## src/rtl/spis_pkg.sv

```systemverilog
package spis_pkg;
    localparam int DATA_W = 8;
    localparam int CNT_W  = $clog2(DATA_W);

    typedef logic [DATA_W-1:0] byte_t;

    typedef enum logic {
        WIRE3 = 1'b0,
        WIRE4 = 1'b1
    } wire_mode_e;

    typedef struct packed {
        logic done;
        logic wcol;
        logic ovr;
    } flags_t;

    function automatic logic link_active(input logic en, input wire_mode_e m,
                                         input logic nss);
        return en && (m == WIRE3 || !nss);
    endfunction
endpackage

```

## src/rtl/spis_sync.sv

```systemverilog
module spis_sync #(
    parameter int             N       = 3,
    parameter int             STAGES  = 2,
    parameter logic [N-1:0]   RST_VAL = '0
) (
    input  logic         clk,
    input  logic         rst,
    input  logic [N-1:0] d_i,
    output logic [N-1:0] q_o
);
    logic [STAGES-1:0][N-1:0] pipe;

    generate
        if (STAGES == 1) begin : g_one
            always_ff @(posedge clk) begin
                if (rst) pipe <= {STAGES{RST_VAL}};
                else     pipe <= d_i;
            end
        end else begin : g_many
            always_ff @(posedge clk) begin
                if (rst) pipe <= {STAGES{RST_VAL}};
                else     pipe <= {pipe[STAGES-2:0], d_i};
            end
        end
    endgenerate

    assign q_o = pipe[STAGES-1];
endmodule

```

## src/rtl/spis_xfer.sv

```systemverilog
module spis_xfer
    import spis_pkg::*;
(
    input  logic       clk,
    input  logic       rst,
    input  logic       en_i,
    input  wire_mode_e mode_i,
    input  logic       sck_i,
    input  logic       mosi_i,
    input  logic       nss_i,
    input  logic       wr_i,
    input  byte_t      wdata_i,
    input  logic       rd_i,
    output byte_t      rdata_o,
    output logic       rx_full_o,
    output logic       miso_o,
    output logic       miso_oe_o,
    output flags_t     evt_o
);
    logic [CNT_W-1:0] cnt;
    byte_t rx_sh, rx_buf, tx_sh, tx_buf;
    logic  sh_full, tx_full, rx_full;
    logic  sck_prev, nss_prev;

    logic  active, sck_rise, sck_fall, nss_fall, cnt_clear;
    logic  take, last, shift_out, sh_free, wr_ok;
    byte_t rx_byte;

    always_comb begin
        active    = link_active(en_i, mode_i, nss_i);
        sck_rise  = sck_i && !sck_prev;
        sck_fall  = !sck_i && sck_prev;
        nss_fall  = !nss_i && nss_prev;
        cnt_clear = !en_i || (mode_i == WIRE4 && nss_fall);
        take      = active && sck_rise;
        last      = take && cnt == CNT_W'(DATA_W - 1);
        shift_out = active && sck_fall && cnt != '0;
        sh_free   = !sh_full || (last && !tx_full);
        wr_ok     = wr_i && !tx_full;
        rx_byte   = {rx_sh[DATA_W-2:0], mosi_i};
    end

    always_ff @(posedge clk) begin
        if (rst) begin
            cnt      <= '0;
            rx_sh    <= '0;
            rx_buf   <= '0;
            rx_full  <= 1'b0;
            tx_sh    <= '0;
            tx_buf   <= '0;
            tx_full  <= 1'b0;
            sh_full  <= 1'b0;
            sck_prev <= 1'b0;
            nss_prev <= 1'b1;
        end else begin
            sck_prev <= sck_i;
            nss_prev <= nss_i;

            if (cnt_clear)  cnt <= '0;
            else if (take)  cnt <= cnt + CNT_W'(1);

            if (take) rx_sh <= rx_byte;
            if (last && !rx_full) begin
                rx_buf  <= rx_byte;
                rx_full <= 1'b1;
            end else if (rd_i) begin
                rx_full <= 1'b0;
            end

            if (wr_ok && sh_free) begin
                tx_sh   <= wdata_i;
                sh_full <= 1'b1;
            end else begin
                if (last) begin
                    if (tx_full) begin
                        tx_sh   <= tx_buf;
                        tx_full <= 1'b0;
                        sh_full <= 1'b1;
                    end else begin
                        tx_sh   <= '0;
                        sh_full <= 1'b0;
                    end
                end else if (shift_out) begin
                    tx_sh <= {tx_sh[DATA_W-2:0], 1'b0};
                end
                if (wr_ok) begin
                    tx_buf  <= wdata_i;
                    tx_full <= 1'b1;
                end
            end
        end
    end

    assign rdata_o   = rx_buf;
    assign rx_full_o = rx_full;
    assign miso_o    = tx_sh[DATA_W-1];
    assign miso_oe_o = active;
    assign evt_o     = '{done: last, wcol: wr_i && tx_full, ovr: last && rx_full};


    wcol_keep_chk: assert property (@(posedge clk) disable iff (rst)
        (wr_i && tx_full) |=> $stable(tx_buf));

    hold_drain_chk: assert property (@(posedge clk) disable iff (rst)
        $fell(tx_full) |-> $past(last));

    ovr_keep_chk: assert property (@(posedge clk) disable iff (rst)
        (last && rx_full) |=> $stable(rx_buf));

    cnt_idle_chk: assert property (@(posedge clk) disable iff (rst)
        !en_i |=> cnt == '0);
endmodule

```

## src/rtl/spis_flags.sv

```systemverilog
module spis_flags
    import spis_pkg::*;
(
    input  logic   clk,
    input  logic   rst,
    input  flags_t set_i,
    input  flags_t clr_i,
    input  logic   irq_en_i,
    output flags_t flags_o,
    output logic   irq_o
);
    flags_t flags_q;

    always_ff @(posedge clk) begin
        if (rst) flags_q <= '0;
        else     flags_q <= set_i | (flags_q & ~clr_i);
    end

    assign flags_o = flags_q;
    assign irq_o   = irq_en_i && (|flags_q);


    done_sticky_chk: assert property (@(posedge clk) disable iff (rst)
        (flags_q.done && !clr_i.done) |=> flags_q.done);

    ovr_sticky_chk: assert property (@(posedge clk) disable iff (rst)
        (flags_q.ovr && !clr_i.ovr) |=> flags_q.ovr);
endmodule

```

## src/rtl/spi_byte_slave.sv

```systemverilog
module spi_byte_slave
    import spis_pkg::*;
#(
    parameter int SYNC_STAGES = 2
) (
    input  logic              clk,
    input  logic              rst,
    input  logic              sck_i,
    input  logic              mosi_i,
    input  logic              nss_i,
    output logic              miso_o,
    output logic              miso_oe_o,
    input  logic              en_i,
    input  logic              mode4_i,
    input  logic              irq_en_i,
    input  logic              wr_i,
    input  logic [DATA_W-1:0] wr_data_i,
    input  logic              rd_i,
    output logic [DATA_W-1:0] rd_data_o,
    output logic              rx_full_o,
    input  logic              clr_done_i,
    input  logic              clr_wcol_i,
    input  logic              clr_ovr_i,
    output logic              flag_done_o,
    output logic              flag_wcol_o,
    output logic              flag_ovr_o,
    output logic              irq_o
);
    logic [2:0] pins_s;
    flags_t     evt, flags, clr;

    spis_sync #(.N(3), .STAGES(SYNC_STAGES), .RST_VAL(3'b100)) u_sync (
        .clk (clk),
        .rst (rst),
        .d_i ({nss_i, mosi_i, sck_i}),
        .q_o (pins_s)
    );

    spis_xfer u_xfer (
        .clk       (clk),
        .rst       (rst),
        .en_i      (en_i),
        .mode_i    (wire_mode_e'(mode4_i)),
        .sck_i     (pins_s[0]),
        .mosi_i    (pins_s[1]),
        .nss_i     (pins_s[2]),
        .wr_i      (wr_i),
        .wdata_i   (wr_data_i),
        .rd_i      (rd_i),
        .rdata_o   (rd_data_o),
        .rx_full_o (rx_full_o),
        .miso_o    (miso_o),
        .miso_oe_o (miso_oe_o),
        .evt_o     (evt)
    );

    assign clr = '{done: clr_done_i, wcol: clr_wcol_i, ovr: clr_ovr_i};

    spis_flags u_flags (
        .clk      (clk),
        .rst      (rst),
        .set_i    (evt),
        .clr_i    (clr),
        .irq_en_i (irq_en_i),
        .flags_o  (flags),
        .irq_o    (irq_o)
    );

    assign flag_done_o = flags.done;
    assign flag_wcol_o = flags.wcol;
    assign flag_ovr_o  = flags.ovr;
endmodule

```

## config.mk

```make
export PLATFORM = sky130hd
export DESIGN_NAME = spi_byte_slave
export DESIGN_NICKNAME = d
export VERILOG_FILES = /design/src/rtl/spis_pkg.sv /design/src/rtl/spis_sync.sv /design/src/rtl/spis_xfer.sv /design/src/rtl/spis_flags.sv /design/src/rtl/spi_byte_slave.sv
export SDC_FILE = /design/constraint.sdc
export NUM_CORES = 1
export LEC_CHECK = 0
export CORE_MARGIN = 5
export CORE_UTILIZATION = 56
export CTS_CLUSTER_DIAMETER = 120
export DETAILED_ROUTE_END_ITERATION = 8
export HOLD_SLACK_MARGIN = 0.02
export PLACE_DENSITY = 0.93
export SLEW_MARGIN = 10
export SYNTH_ARGS = -nofsm -noshare
export SYNTH_HDL_FRONTEND = slang
export SYNTH_SLANG_ARGS = --single-unit
```

## constraint.sdc

```tcl
create_clock -name clk -period 2.6 [get_ports clk]
set_input_delay 0.52 -clock clk [delete_from_list [all_inputs] [get_ports clk]]
set_output_delay 0.52 -clock clk [all_outputs]
set_load 0.02 [all_outputs]
```

==> metrics.txt, run 1 <==
Final Hold Fails=0; #FFs+latches synth=48; htree depth=2; vias in the first global route=1708; Setup Skew=6.56 ps; core area=3610 um2; initial antenna violation count=0; RePlAce Congestion=0.849; post-DR vias/cell=5.54; cts-stage hold buffer count=0; DPL Wire Length=3110 um; post-synthesis sequential area ratio=46.6%; PortBufs=35; Chip Height=70.7 um; crit path time final=2470 ps; Bufs on Longest Clock Path=2; RSZ-0062 raised after global routing=false; GRT Residual Overflow=0; drt wl/cell=14.5 um; Worst Path Required=2080 ps; fraction of registers with async set/reset=0%; Worst-path clk slew=80 ps; ratio of cells with drive above 1 in the final layout=11.9%; Initial Util=57.2%; Post-route DRC=0; status=finished clean; Clock power frac=33.2%; top_reg_cell synth=dfxtp_1; DR pass1 iterations=4; first-pass GRT wire length=7820 um; Pins Over Slew Limit=0; Area Overhead vs Synth=25.3%; Post-Syn Area=2060 um2; switch share=24.0%; Antenna Cells=0; Post-synth EDFFs=0; most common cell in the netlist=dfxtp_1; clk sinks=48; clock buffer count from CTS=5; critical-path maximum fanout=5; setup_tns=0 ps; power share of the combinational group=11.1%; post-synthesis cell type count=39; top post-synthesis cells by area=dfxtp_1 47%, mux2i_1 8.2%, nor2_1 4.5%, a21oi_1 3.6%, o21ai_0 3.2%; cell taking the most area after synthesis=dfxtp_1; Lkg Pwr=1.04 nW; period utilisation layout=94.9%; clk_lat worst skew=300 ps; Sw Pwr=0.000334 W; root buffer cell=clkbuf_8; synth cell count leaders=48 x dfxtp_1, 25 x nor2_1, 17 x mux2i_1; achievable clock frequency=0.405 GHz; Yosys top cell area share=46.6%; crit path kind=input pin to output port; Slew Limit Headroom=47.9%; worst hold slack=421 ps; Critical Path Sink Type=output port; # Max-Cap Violations=0; Syn Nets=243; Syn Inst Count=219; P per Cell Area=538 nW/um2; Rows=22; Ports=36; final instance area=2580 um2; Nets=283; Die X=70.7 um; post-route ant nets=0; CTS tree=yes; routed vias=1705; largest net degree at the start of global routing=34; Placed Area=2490 um2; Worst Tran Pin Value=776 ps; peak supply drop=0.377 mV; hold crit path type=register to register; CP arrival=1950 ps; Final Setup Violations=0; die area=5000 um2; Detailed Route Iter0 Violations=147; postcts setup bufs=0; post-CTS resize count=0; Avg Inst Size Synth=9.42 um2; total of warnings raised by yosys=0; Worst setup SP type=input pin; Reg power frac=55.7%; drt total wl=4470 um; Int Pwr=0.00106 W; Total Routing Usage GR=19.5%
==> area by class of cell <==
class | instances | area, um2
clock inverters | 2 | 15.0
clock buffers | 6 | 82.6
inverters | 4 | 15.0
flip-flops and latches | 48 | 961
well taps | 48 | 60.1
repair buffers | 45 | 425
multi-input cells | 155 | 1030
fillers | 280 | 1020
==> sequential cells by signal (all words and copies together) (netlist names), 3 cells and up <==
register / count
u_xfer.rx_sh: 7
u_xfer.cnt: 3
u_flags.flags_o: 3
u_xfer.tx_buf: 8
u_xfer.rdata_o: 8
u_xfer.tx_sh: 8
u_sync.q_o: 3
u_sync.pipe: 3
==> routing by layer <==
| layer | track usage (%) | share of wire, % | up-vias |
|---|---|---|---|
| met5 | 0 | 0 | - |
| met4 | 6.26 | 1.5 | 0 |
| met3 | 6.82 | 5.8 | 5 |
| met2 | 33.2 | 50 | 38 |
| met1 | 22.9 | 43 | 809 |
| li1 | - | - | 853 |
==> power groups by stage <==
stage	clock (W)	combinational (W)	sequential, W
floorplan	0	0.0000923	0.000787
global placement	0	0.000150	0.000791
detailed placement	0	0.000154	0.000792
CTS	0.000474	0.000155	0.000775
global route	0.000504	0.000170	0.000779
finish	0.000461	0.000155	0.000775
==> cells by family (layout without fill, tap and decap cells) <==
group	after synthesis	in the layout	synth area share, %
fa+ha+maj	3	3	1.82
mux	22	22	11.0
compound gates	47	47	15.4
flops	48	48	46.6
xor+xnor	1	1	0.425
simple gates	82	82	21.1
buf+inv	16	57	3.70
==> cells in the final DEF, fill, tap and decap left out, types with 2 or more instances in the layout <==
master           count
mux2i_1             17
nand3b_1             6
or2_2                3
nand2_1             14
and2_1               4
clkdlybuf4s50_1     35
inv_1                4
nand3_1              2
or3_1                2
nor2_1              25
buf_4               10
ha_1                 3
o32ai_1              2
nand4b_1             2
a221o_1              2
clkinvlp_4           2
nand2b_1             6
nor2b_1              9
a211oi_1             4
dfxtp_1             48
o41ai_1              2
nor3_1               4
a221oi_1             3
mux2_2               5
a21oi_1             15
o21ai_0             13
clkbuf_8             6
==> worst max-delay path, cell delays in order <==
cell and delay [ps]:
clkdlybuf4s50_1 470, a21bo_4 250, inv_1 100, clkdlybuf4s50_1 610
==> worst paths after layout <==
check	from	endpoint	slack (ps)	cells past startpoint
worst max-delay path	en_i	miso_oe_o	130	4
worst min-delay path	u_sync.pipe[2]$_SDFF_PP1_	u_sync.q_o[2]$_SDFF_PP1_	420	1
worst max register to register	u_xfer.cnt[1]$_SDFFE_PP0P_	u_xfer.tx_sh[0]$_SDFFE_PP0P_	520	8
worst min register to register	u_sync.pipe[2]$_SDFF_PP1_	u_sync.q_o[2]$_SDFF_PP1_	420	1
==> stage by stage <==
| step | setup slack (ps) | std cells | power (W) | util, % |
|---|---|---|---|---|
| floorplan | 860 | 219 | 0.000879 | - |
| global placement | 146 | 300 | 0.000941 | 69.0 |
| detailed placement | 130 | 300 | 0.000946 | 69.0 |
| CTS | 129 | 308 | 0.00140 | 71.7 |
| global route | 91.9 | 308 | 0.00145 | 71.7 |
| finish | 133 | 308 | 0.00139 | 71.7 |
Power figures use the tool's default switching activity.
==> inputs of run 2 (changes only) <==
--- a/config.mk
+++ b/config.mk
@@ -11,6 +11,7 @@
 export DETAILED_ROUTE_END_ITERATION = 8
 export HOLD_SLACK_MARGIN = 0.02
 export PLACE_DENSITY = 0.93
+export SETUP_SLACK_MARGIN = 0.05
 export SLEW_MARGIN = 10
 export SYNTH_ARGS = -nofsm -noshare
 export SYNTH_HDL_FRONTEND = slang
==> results of run 2 <==
Same layout as run 1: the final DEF is identical, and so are final timing and power.
